File: src/rtl/xpt_cfg_ctrl.sv
module xpt_cfg_ctrl #(
  parameter int SEL_W = 3,
  parameter int N_OUT = 8
) (
  input  logic                                  clk,
  input  logic                                  rst_n,
  input  logic                                  cfg_clk,
  input  logic                                  cfg_sdi,
  input  logic                                  upd_n,
  input  logic                                  ce_n,
  input  logic                                  par_sel,
  input  logic [$clog2(N_OUT)-1:0]              par_addr,
  input  logic [SEL_W:0]                        par_data,
  output logic                                  cfg_sdo,
  output logic [N_OUT-1:0]                      out_en,
  output logic [N_OUT*(1<<SEL_W)-1:0]           sw_en
);
  localparam int FW   = SEL_W + 1;
  localparam int CW   = N_OUT * FW;
  localparam int N_IN = 1 << SEL_W;
  localparam int AW   = $clog2(N_OUT);
  localparam int PW   = 5 + AW + FW;
  localparam logic [PW-1:0] PIN_RST = {1'b0, 1'b0, 1'b1, 1'b1, 1'b0, {AW{1'b0}}, {FW{1'b0}}};

  logic [PW-1:0] pin_now, pin_s1, pin_s2;
  logic          clk_s3;
  logic          c_clk, c_sdi, c_upd_n, c_ce_n, c_par;
  logic [AW-1:0] c_addr;
  logic [FW-1:0] c_data;
  logic          fall;
  logic [CW-1:0] shreg, active;

  assign pin_now = {cfg_clk, cfg_sdi, upd_n, ce_n, par_sel, par_addr, par_data};
  assign {c_clk, c_sdi, c_upd_n, c_ce_n, c_par, c_addr, c_data} = pin_s2;

  always_ff @(posedge clk or negedge rst_n) begin
    if (!rst_n) begin
      pin_s1 <= PIN_RST;
      pin_s2 <= PIN_RST;
      clk_s3 <= 1'b0;
    end else begin
      pin_s1 <= pin_now;
      pin_s2 <= pin_s1;
      clk_s3 <= c_clk;
    end
  end

  assign fall = clk_s3 & ~c_clk & ~c_ce_n;

  always_ff @(posedge clk or negedge rst_n) begin
    if (!rst_n)
      shreg <= '0;
    else if (fall) begin
      if (c_par)
        shreg[c_addr*FW +: FW] <= c_data;
      else
        shreg <= {shreg[CW-2:0], c_sdi};
    end
  end

  always_ff @(posedge clk or negedge rst_n) begin
    if (!rst_n)
      active <= '0;
    else if (!c_upd_n && !c_ce_n)
      active <= shreg;
  end

  assign cfg_sdo = shreg[CW-1];

  for (genvar o = 0; o < N_OUT; o++) begin : g_out
    logic             on;
    logic [SEL_W-1:0] src;
    assign on  = rst_n & active[o*FW + SEL_W];
    assign src = active[o*FW +: SEL_W];
    assign out_en[o] = on;
    for (genvar i = 0; i < N_IN; i++) begin : g_in
      assign sw_en[o*N_IN + i] = on & (src == i[SEL_W-1:0]);
    end
  end
endmodule

File: config.mk
export PLATFORM = sky130hd
export DESIGN_NAME = xpt_cfg_ctrl
export DESIGN_NICKNAME = d
export VERILOG_FILES = /design/src/rtl/xpt_cfg_ctrl.sv
export SDC_FILE = /design/constraint.sdc
export NUM_CORES = 1
export LEC_CHECK = 0
export BUFFER_PORTS_ARGS = -buffer_cell sky130_fd_sc_hd__buf_4
export CAP_MARGIN = 20
export CORE_MARGIN = 4
export CORE_UTILIZATION = 29
export CTS_BUF_LIST = sky130_fd_sc_hd__clkbuf_8
export CTS_CLUSTER_DIAMETER = 100
export DETAILED_ROUTE_END_ITERATION = 7
export GPL_ROUTABILITY_DRIVEN = 0
export PLACE_DENSITY = 0.59
export SYNTH_ARGS = -nofsm -noshare
export SYNTH_HDL_FRONTEND = slang
export SYNTH_SLANG_ARGS = --single-unit
File: constraint.sdc
create_clock -name clk -period 6.65 [get_ports clk]
set_input_delay 1.33 -clock clk [delete_from_list [all_inputs] [get_ports clk]]
set_output_delay 1.33 -clock clk [all_outputs]
set_load 0.005 [all_outputs]
After elaboration in Yosys (flattened, before gate mapping):

Index checks and enable logic that the tools add are counted.

* flip-flop bits (word level): 89
* word-level logic and storage cells: 153

* $add $sub $neg: 1
* equal/unequal tests: 56
* shift-type cells: 2
* mux-type cells: 2
* bitwise gates (word level): 76
* reduce and logical (&&, ||, !) cells: 11

Operators by type and width (count)
* $eq 3x3->1 const B: 32
* $and 1x1->1: 74
* $eq 3x2->1 const B: 16
* $neg 5->34: 1
* $shift 4x34->32 const A: 1
* $shiftx 4x34->32: 1
* $bwmux 32: 1
* $mux 32: 1
* $eq 3x1->1 const B: 8
* $logic_not 3->1: 8
* $logic_not 1->1: 2
* $not 1->1: 2
* $logic_and 1x1->1: 1

Longest topological paths before layout:

Gate-level depths: netlist of the first run.

* depth after elaboration: 4
* depth in mapped cells: 9

Least setup slack after synthesis of the first run:

No wires, ideal clock.

* path kind: in2out
* from: in rst_n
* to: out sw_en[32]
* data arrival time: 1.742 ns
* path slack: 3.578 ns
* stages on the path: 3
* path buffers: 0
* cells stage by stage: and2_1 -> nand2b_1 -> nor3_1

* longest elaborated chain between the ends: 2

RTL lines
* from (decl): RTL line 6 `input logic rst_n,`
* $and 1x1->1: RTL line 73 `assign on = rst_n & active[o*FW + SEL_W];`
* $and 1x1->1: RTL line 77 `assign sw_en[o*N_IN + i] = on & (src == i[SEL_W-1:0]);`
* to (decl): RTL line 16 `output logic [N_OUT*(1<<SEL_W)-1:0] sw_en`

No other way between the ends.

Final worst setup path of the first run:

* from: in rst_n
* to: out sw_en[17]

The elaborated chain is that of the path after synthesis.

==> results of run 1 <==
-- synth_stat cells (2+ instances only) --
library cell / count / area [µm²]
and2_1: 8 / 50.1
nand2b_1: 25 / 156
inv_1: 4 / 15.0
or3_1: 4 / 25.0
buf_4: 8 / 60.1
mux2_1: 4 / 45.0
nand4bb_1: 2 / 22.5
a22o_1: 4 / 35.0
a21oi_2: 4 / 35.0
nand4_1: 2 / 12.5
mux2_2: 32 / 360
nor3_1: 30 / 150
nand4b_1: 2 / 17.5
dfstp_2: 4 / 105
clkbuf_1: 10 / 37.5
a21oi_1: 20 / 100
ha_1: 3 / 37.5
o22ai_1: 16 / 100
nor2_1: 75 / 282
a22oi_1: 16 / 120
nand2_1: 19 / 71.3
buf_2: 2 / 10.0
dfrtp_1: 85 / 2130
nor3b_1: 4 / 30.0
-- where the power goes --
part	internal [W]	total, W	switching, W
combinational	0.000141	0.000259	0.000118
sequential	0.000630	0.000719	0.0000885
clock	0.000180	0.000359	0.000179
-- worst max-delay path by stage --
stage | start | endpoint | slack, ps
detailed placement | rst_n | sw_en[1] | 2500
global placement | rst_n | sw_en[0] | 2570
finish | rst_n | sw_en[17] | 2570
global route | rst_n | sw_en[50] | 2320
floorplan | rst_n | sw_en[32] | 3580
CTS | rst_n | sw_en[1] | 2490
-- flip-flops by register name (all words and copies together) (netlist names) --
register / cells
pin_s2: 12
clk_s3: 1
active: 32
pin_s1: 12
shreg: 32
-- per-layer routing --
| layer | global-route usage | part of all wire |
|---|---|---|
| met5 | 0 | 0 |
| met4 | 0.0284 | 0.0075 |
| met3 | 0.0209 | 0.053 |
| met2 | 0.191 | 0.49 |
| met1 | 0.155 | 0.45 |
-- critical path: stages --
cell and delay, ps:
buf_4 660, and2_1 280, nand2_1 120, nor3_1 190, buf_4 150
-- kinds of logic after synthesis --
kind of cell             count (synthesis)
AO/OA/AOI/OAI                           61
AND/OR/NAND/NOR                        183
adder cells (fa/ha/maj)                  3
flip-flops                              89
multiplexers                            36
buffers and inverters                   26
-- area by class of cell --
class                           instances  area share
Clock buffer                           10      0.0271
Multi-Input combinational cell        283       0.346
Inverter                                4     0.00295
Clock inverter                          6      0.0106
Timing Repair Buffer                   88       0.130
Sequential cell                        89       0.439
Tap cell                              180      0.0443
-- cell usage in the layout, fill, tap and decap left out, types with 2 or more instances in the layout --
| cell | count |
|---|---|
| buf_4 | 88 |
| dfrtp_1 | 85 |
| nor2_1 | 74 |
| mux2_2 | 32 |
| nor3_1 | 30 |
| nand2b_1 | 25 |
| a21oi_1 | 20 |
| nand2_1 | 19 |
| a22oi_1 | 16 |
| o22ai_1 | 16 |
| clkbuf_8 | 10 |
| and2_1 | 8 |
| inv_1 | 7 |
| a21oi_2 | 4 |
| nor3b_1 | 4 |
| or3_1 | 4 |
| a22o_1 | 4 |
| mux2_1 | 4 |
| dfstp_2 | 4 |
| ha_1 | 3 |
| nand4b_1 | 2 |
| nand4bb_1 | 2 |
| nand4_1 | 2 |
-- through the flow --
step	utilization	std cells	area, µm²	power [W]	setup slack [ps]
final	0.365	660	5090	0.00134	2570
after global routing	0.365	660	5090	0.00142	2320
after CTS	0.365	660	5090	0.00135	2490
after detailed placement	0.351	644	4890	0.000994	2500
after global placement	0.351	644	4890	0.000977	2570
after floorplan	-	398	4130	0.000885	3580
==> impl_metrics.py, run 1 <==
metrics = {
    "routing": {
        "ant_nets": 0,
        "wl_per_cell_um": 14.0,
        "drt_iter0_drc": 127,
        "num_vias": 3187,
        "drtPass1Iterations": 5,
        "drcViolationCount": 0,
        "viasPerCell": 4.83,
        "routed_wl_mm": 9.22,
    },
    "critical_path": {
        "crit_type": "input pin to output pin",
        "worst_setup_path_start_kind": "input pin",
        "crit_path_end_kind": "output pin",
        "cp.required_ps": 5320,
        "critical_path_arrival_ps": 2750,
        "rrSetupSlack_ps": 4130,
        "crit-reg2reg-launch": "pin_s2[4]$_DFF_PN0_",
        "r2r-end": "shreg[1]$_DFFE_PN0P_",
        "cp_max_fo": 74,
        "r2r_cells": 7,
    },
    "clocking": {
        "cts_buffer_depth": 2,
        "cts_made_buffers": 9,
        "htree_num_levels": 3,
        "cts_resized": 0,
        "clockRootBuffer": "clkbuf_8",
        "clk_pin_slew_ps": 70,
        "cts_sinks": 89,
        "cts_hold_buf": 0,
        "worstSkewPairLatency_ps": 350,
        "cts_setup_buffers": 0,
        "cts_tree": "done",
    },
    "sta": {
        "max_freq_mhz": 245,
        "worst_pin_slew_ps": 996,
        "holdWs_ps": 352,
        "setup_tns_ps": 0,
        "hold_viol": 0,
        "finClkSkew_ps": 14.0,
        "drv_slew": 0,
        "fin_crit_sh": 0.614,
        "setup_viol": 0,
        "rsz0062_at_grt": "no",
        "fin_crit_ps": 4080,
        "max_slew_margin": 0.333,
    },
    "floorplan": {
        "die_w_um": 127,
        "die-area_um2": 16200,
        "rows": 43,
        "start_util": 0.296,
        "io_pins": 87,
        "core_area_um2": 13900,
        "die_height_um": 127,
    },
    "synth": {
        "yosys_warnings": 0,
        "synth_top_family_by_area": "simple AND/OR/NAND/NOR gates",
        "muxShareOfSynthArea": 0.0982,
        "synth_compound_gate_area_share": 0.0967,
        "syn_area_per_cell_um2": 10.4,
        "synthDistinctLibCells": 39,
        "yosys_most_used_dff": "dfrtp_1",
        "ys_seq_area_frac": 0.541,
        "synth_simple_gate_area_frac": 0.222,
        "syn_inst": 398,
        "synth_area_um2": 4130,
        "ys_seq_elements": 89,
        "syn-num-nets": 415,
        "synth_xor_area_frac": 0,
        "synth_fa_ha_area_frac": 0.00909,
        "synthArstFlopShare": 1.00,
        "synth_edf_count": 0,
    },
    "outcome": {
        "outcome": "finished clean",
    },
    "min_path": {
        "hold_path_depth": 0,
        "min-delay-start": "pin_s1[0]$_DFF_PN0_",
        "holdPathEnd": "pin_s2[0]$_DFF_PN0_",
        "hp-class": "flip-flop to flip-flop",
    },
    "global_routing": {
        "grt_pass1_wl_mm": 15.4,
        "antenna_found_initial": 0,
        "grt_max_degree": 75,
        "grt_pass1_vias": 3131,
        "grt_usage": 0.115,
        "overflow": 0,
    },
    "finish": {
        "fillCellCount": 1377,
        "drive_above_1_share": 0.308,
        "area_growth_syn_to_layout_pct": 23.2,
        "multi_input_area_um2": 1760,
        "n_antenna_cell": 0,
        "nets": 492,
        "ff_latch_area_um2": 2230,
    },
    "placement": {
        "portBuffers": 86,
        "dpl.hpwl_mm": 6.70,
    },
    "power": {
        "power_density_nw_per_um2": 263,
        "vdd_drop_max_mv": 0.105,
        "leakage_nw": 2.22,
    },
    "job": {
        "drv_cap": 0,
    },
}
Power figures use the tool's default switching activity.
==> run 2, diff against run 1 <==
Clock period 6.65 ns to 4.1 ns, I/O delays scaled along.
==> run 2 against run 1 <==
Against the previous run: critical path depth unchanged; combinational power up 63%; setup slack worse by 1300 ps; clock-buffer cell count unchanged; via count up 0.60%; sequential power up 61%; sequential share of layout area down 0.58 points; largest power group unchanged; clock skew down 3.2 ps; design area up 1.3%; sequential cell count unchanged; non-clock buffer count up 2; clock power up 98%; highest routed layer unchanged.
==> impl_metrics.py, run 2 (synthesized netlist as in run 1, its figures left out) <==
metrics = {
    "global_routing": {
        "grt_usage": 0.116,
        "overflow": 0,
        "grt_pass1_wl_mm": 15.4,
        "grt_max_degree": 53,
        "antenna_found_initial": 0,
        "grt_pass1_vias": 3118,
    },
    "power": {
        "switchingPower_w": 0.000629,
        "p_sw_frac": 0.274,
        "vdd_drop_max_mv": 0.170,
        "leakage_nw": 2.25,
        "combPwrFrac": 0.184,
        "p_int_w": 0.00167,
        "clock_power_share": 0.310,
        "p_seq_frac": 0.506,
        "power_density_nw_per_um2": 446,
    },
    "routing": {
        "viasPerCell": 4.84,
        "num_vias": 3206,
        "drt_iter0_drc": 165,
        "ant_nets": 0,
        "drtPass1Iterations": 4,
        "routed_wl_mm": 9.36,
        "drcViolationCount": 0,
        "wl_per_cell_um": 14.1,
    },
    "finish": {
        "area_growth_syn_to_layout_pct": 24.8,
        "n_antenna_cell": 0,
        "final_common_cell": "buf_4",
        "final_cell_mix": "buf_4, dfrtp_1, nor2_1",
        "reg.largest.list": "active x32, shreg x32",
        "drive_above_1_share": 0.315,
        "nets": 494,
    },
    "sta": {
        "fin_crit_sh": 0.701,
        "setup_tns_ps": 0,
        "fin_crit_ps": 2870,
        "holdWs_ps": 350,
        "drv_slew": 0,
        "max_slew_margin": 0.358,
        "finClkSkew_ps": 10.8,
        "max_freq_mhz": 348,
        "worst_pin_slew_ps": 962,
        "hold_viol": 0,
        "setup_viol": 0,
        "rsz0062_at_grt": "no",
    },
    "critical_path": {
        "critical_path_arrival_ps": 2050,
        "cp.required_ps": 3280,
        "slowest_delay_ps": 480,
        "critPathTopFamily": "buffers and inverters",
        "cp_max_fo": 52,
        "slowest_stage": "buf_4",
        "path_cells": "buf_4 > and2_1 > nand2b_1 > nor3_1 > buf_4",
        "critPathBufInv": 2,
        "crit_path_end_kind": "output pin",
        "rrSetupSlack_ps": 1630,
        "worst_setup_path_start_kind": "input pin",
        "crit_path_frequent_cell": "buf_4",
        "crit_type": "input pin to output pin",
    },
    "floorplan": {
        "die_w_um": 127,
        "die_height_um": 127,
        "io_pins": 87,
        "start_util": 0.296,
        "die-area_um2": 16200,
        "core_area_um2": 13900,
        "rows": 43,
    },
    "placement": {
        "dpl.hpwl_mm": 6.75,
        "portBuffers": 86,
    },
    "clocking": {
        "cts_hold_buf": 0,
        "htree_num_levels": 3,
        "worstSkewPairLatency_ps": 350,
        "cts_resized": 0,
        "cts_tree": "done",
        "cts_buffer_depth": 2,
        "clockRootBuffer": "clkbuf_8",
        "clk_pin_slew_ps": 80,
        "cts_setup_buffers": 0,
        "cts_made_buffers": 9,
        "cts_sinks": 89,
    },
    "outcome": {
        "outcome": "finished clean",
    },
    "min_path": {
        "hp-class": "flip-flop to flip-flop",
    },
    "job": {
        "drv_cap": 0,
    },
}
run 2: routing by layer:
layer  up-vias  track usage  routed length (µm)
li1       1546            -                   -
met1      1551        0.154                4300
met2       100        0.193                4470
met3         9       0.0263                 493
met4         0       0.0271                  93
met5         -            0                   0
run 2: worst paths after layout:
path | endpoint | start | cells after the start
setup / recovery | sw_en[56] | rst_n | 5
hold / removal | pin_s2[4]$_DFF_PN0_ | pin_s1[4]$_DFF_PN0_ | 0
setup reg to reg | shreg[1]$_DFFE_PN0P_ | pin_s2[4]$_DFF_PN0_ | 7
hold reg to reg | pin_s2[4]$_DFF_PN0_ | pin_s1[4]$_DFF_PN0_ | 0
max in group asynchronous | pin_s1[9]$_DFF_PN1_ | rst_n | 2
min in group asynchronous | shreg[11]$_DFFE_PN0P_ | rst_n | 1
run 2: area by class of cell:
cell class,instances,area [µm²]
multi-input cells,283,1760
inverters,4,15.0
fillers,1377,8780
well taps,180,225
clock buffers,10,138
flip-flops and latches,89,2230
clock inverters,6,106
repair buffers,90,676
run 2: through the flow:
stage               total power (W)  cells  setup WS [ps]  utilization  cell area (µm²)
floorplan                   0.00144    398           1970            -             4130
global placement            0.00159    646           1260        0.352             4910
finish                      0.00230    662           1230        0.370             5150
detailed placement          0.00161    646           1170        0.352             4910
global route                0.00244    662            968        0.370             5150
CTS                         0.00234    662           1160        0.370             5150
run 2: power groups by stage:
stage	Clock, W	Combinational (W)	Sequential, W
2_1_floorplan	0	0.000305	0.00113
3_3_place_gp	0	0.000407	0.00118
3_5_place_dp	0	0.000428	0.00119
4_1_cts	0.000737	0.000430	0.00117
5_1_grt	0.000775	0.000476	0.00119
6_report	0.000712	0.000423	0.00116
==> run 3, diff against run 2 <==
Settings changed: ABC_AREA set to 1, PLACE_DENSITY 0.59 to 0.58.
Clock period 4.1 ns to 3 ns, I/O delays scaled along.
==> run 3 against run 2 <==
Against the previous run: first-iteration DRC count grew 10%; sequential cell count is the same; clock-buffer cell count down 1; global-route usage increased by 0.35 points; synthesized area up 5.5%; core utilization decreased by 0.21 points; die area is 5.2% higher; final cell count up 30%; critical endpoint is now shreg[8]$_DFFE_PN0P_; power is 0.43% lower; hold slack worse by 250 ps; clock skew about the same.
==> impl_metrics.py, run 3 <==
metrics = {
    "critical_path": {
        "cp_max_fo": 13,
        "path_cells": "inv_1 > ha_1 > ha_1 > nor2_1 > buf_4 > nand3_1 > nor2_1 > nand2_1 > nand2_1 > nand2_1 > nand2_1",
        "cp.required_ps": 3310,
        "critPathTopFamily": "simple AND/OR/NAND/NOR gates",
        "crit_path_end_kind": "flip-flop",
        "crit_type": "flip-flop to flip-flop",
        "cp.depth": 11,
        "slowest_delay_ps": 580,
        "r2r_cells": 11,
        "worst_setup_path_start_kind": "flip-flop",
        "critical_path_arrival_ps": 2660,
        "slowest_stage": "dfrtp_1",
        "crit_path_frequent_cell": "nand2_1",
        "critPathBufInv": 2,
    },
    "finish": {
        "final_util": 0.368,
        "nets": 686,
        "final_common_cell": "nand2_1",
        "drive_above_1_share": 0.206,
        "n_antenna_cell": 0,
        "final_cell_mix": "nand2_1, buf_4, dfrtp_1",
        "reg.largest.list": "active x32, shreg x32",
        "final_area_um2": 5390,
        "area_growth_syn_to_layout_pct": 23.6,
    },
    "min_path": {
        "hp-class": "input pin to asynchronous set/reset pin",
    },
    "floorplan": {
        "start_util": 0.298,
        "rows": 44,
        "core_area_um2": 14600,
        "die_w_um": 131,
        "io_pins": 87,
        "die_height_um": 131,
        "die-area_um2": 17000,
    },
    "sta": {
        "rsz0062_at_grt": "no",
        "setup_viol": 0,
        "finClkSkew_ps": 10.6,
        "worst_pin_slew_ps": 733,
        "fin_crit_sh": 0.781,
        "max_slew_margin": 0.510,
        "setup_tns_ps": 0,
        "holdWs_ps": 102,
        "drv_slew": 0,
        "hold_viol": 0,
        "fin_crit_ps": 2340,
        "max_freq_mhz": 427,
    },
    "synth": {
        "yosysTopAreaCell": "dfrtp_1",
        "syn_inst": 584,
        "syn_area_per_cell_um2": 7.46,
        "synth_edf_count": 0,
        "yosys_most_used_dff": "dfrtp_1",
        "syn-num-nets": 601,
        "synthArstFlopShare": 1.00,
        "synthMostInstantiatedCell": "nand2_1",
        "ys_seq_elements": 89,
        "yosys_warnings": 0,
        "synth_area_um2": 4360,
        "synthDistinctLibCells": 22,
        "ys_top_cells_by_area": "dfrtp_1, nand2_1, nor2_1",
        "synth_commonest_cells": "nand2_1, dfrtp_1, nor2_1",
        "synth_top_area_frac": 0.488,
        "ys_seq_area_frac": 0.512,
    },
    "clocking": {
        "cts_tree": "done",
        "worstSkewPairLatency_ps": 380,
        "cts_resized": 0,
        "htree_num_levels": 3,
        "clockRootBuffer": "clkbuf_8",
        "cts_buffer_depth": 2,
        "clk_pin_slew_ps": 90,
        "cts_hold_buf": 0,
        "cts_made_buffers": 9,
        "cts_sinks": 89,
        "cts_setup_buffers": 0,
    },
    "routing": {
        "ant_nets": 0,
        "drcViolationCount": 0,
        "drtPass1Iterations": 4,
        "drt_iter0_drc": 182,
        "wl_per_cell_um": 11.3,
        "routed_wl_mm": 9.67,
        "viasPerCell": 4.27,
        "num_vias": 3666,
    },
    "placement": {
        "portBuffers": 86,
        "dpl.hpwl_mm": 7.31,
        "place_area_um2": 5190,
    },
    "power": {
        "power_w": 0.00229,
        "vdd_drop_max_mv": 0.337,
        "power_density_nw_per_um2": 425,
        "leakage_nw": 2.76,
    },
    "global_routing": {
        "grt_usage": 0.119,
        "grt_pass1_wl_mm": 16.4,
        "grt_pass1_vias": 3498,
        "grt_max_degree": 38,
        "antenna_found_initial": 0,
        "overflow": 0,
    },
    "job": {
        "drv_cap": 0,
    },
    "outcome": {
        "outcome": "finished clean",
    },
}
run 3: area by class of cell:
class                           count  area (µm²)
Timing Repair Buffer               96         733
Fill cell                        1566        9260
Sequential cell                    89        2230
Clock buffer                        9         124
Inverter                           48         180
Tap cell                          184         230
Multi-Input combinational cell    425        1820
Clock inverter                      7        66.3
run 3: kinds of logic after synthesis:
family,share of synthesized area
AND/OR/NAND/NOR,0.331
flip-flops,0.512
buffers and inverters,0.0718
AO/OA/AOI/OAI,0.0603
multiplexers,0.0155
adder cells (fa/ha/maj),0.00862
run 3: metal layers:
layer,share of wire,global-route usage
met1,0.48,0.161
met2,0.46,0.189
met3,0.052,0.0325
met4,0.013,0.0363
met5,0,0
run 3: worst reg2reg max path, delay by kind of cell (launching register included):
family / cells / cell delay (ps)
and+or+nand+nor: 7 / 930
buffers and inverters: 2 / 330
DFF: 1 / 580
adders and majority gates: 2 / 440
run 3: per-stage QoR:
| stage | worst slack [ps] | cells |
|---|---|---|
| finish | 658 | 858 |
| CTS | 705 | 858 |
| floorplan | 1250 | 584 |
| global placement | 754 | 842 |
| detailed placement | 731 | 842 |
| global route | 339 | 858 |
run 3: final timing paths:
kind / from / to / slack [ps]
worst max-delay path: pin_s2[4]$_DFF_PN0_ / shreg[8]$_DFFE_PN0P_ / 660
worst min-delay path: rst_n / shreg[31]$_DFFE_PN0P_ / 100
worst max register to register: pin_s2[4]$_DFF_PN0_ / shreg[8]$_DFFE_PN0P_ / 660
worst min register to register: pin_s1[10]$_DFF_PN0_ / pin_s2[10]$_DFF_PN0_ / 350
max in group asynchronous: rst_n / pin_s1[8]$_DFF_PN1_ / 2010
min in group clk: upd_n / pin_s1[9]$_DFF_PN1_ / 320
run 3: power by group:
| group | internal (W) | switching, W |
|---|---|---|
| combinational | 0.0000749 | 0.000143 |
| sequential | 0.00125 | 0.0000327 |
| clock | 0.000324 | 0.000468 |
| total | 0.00165 | 0.000644 |
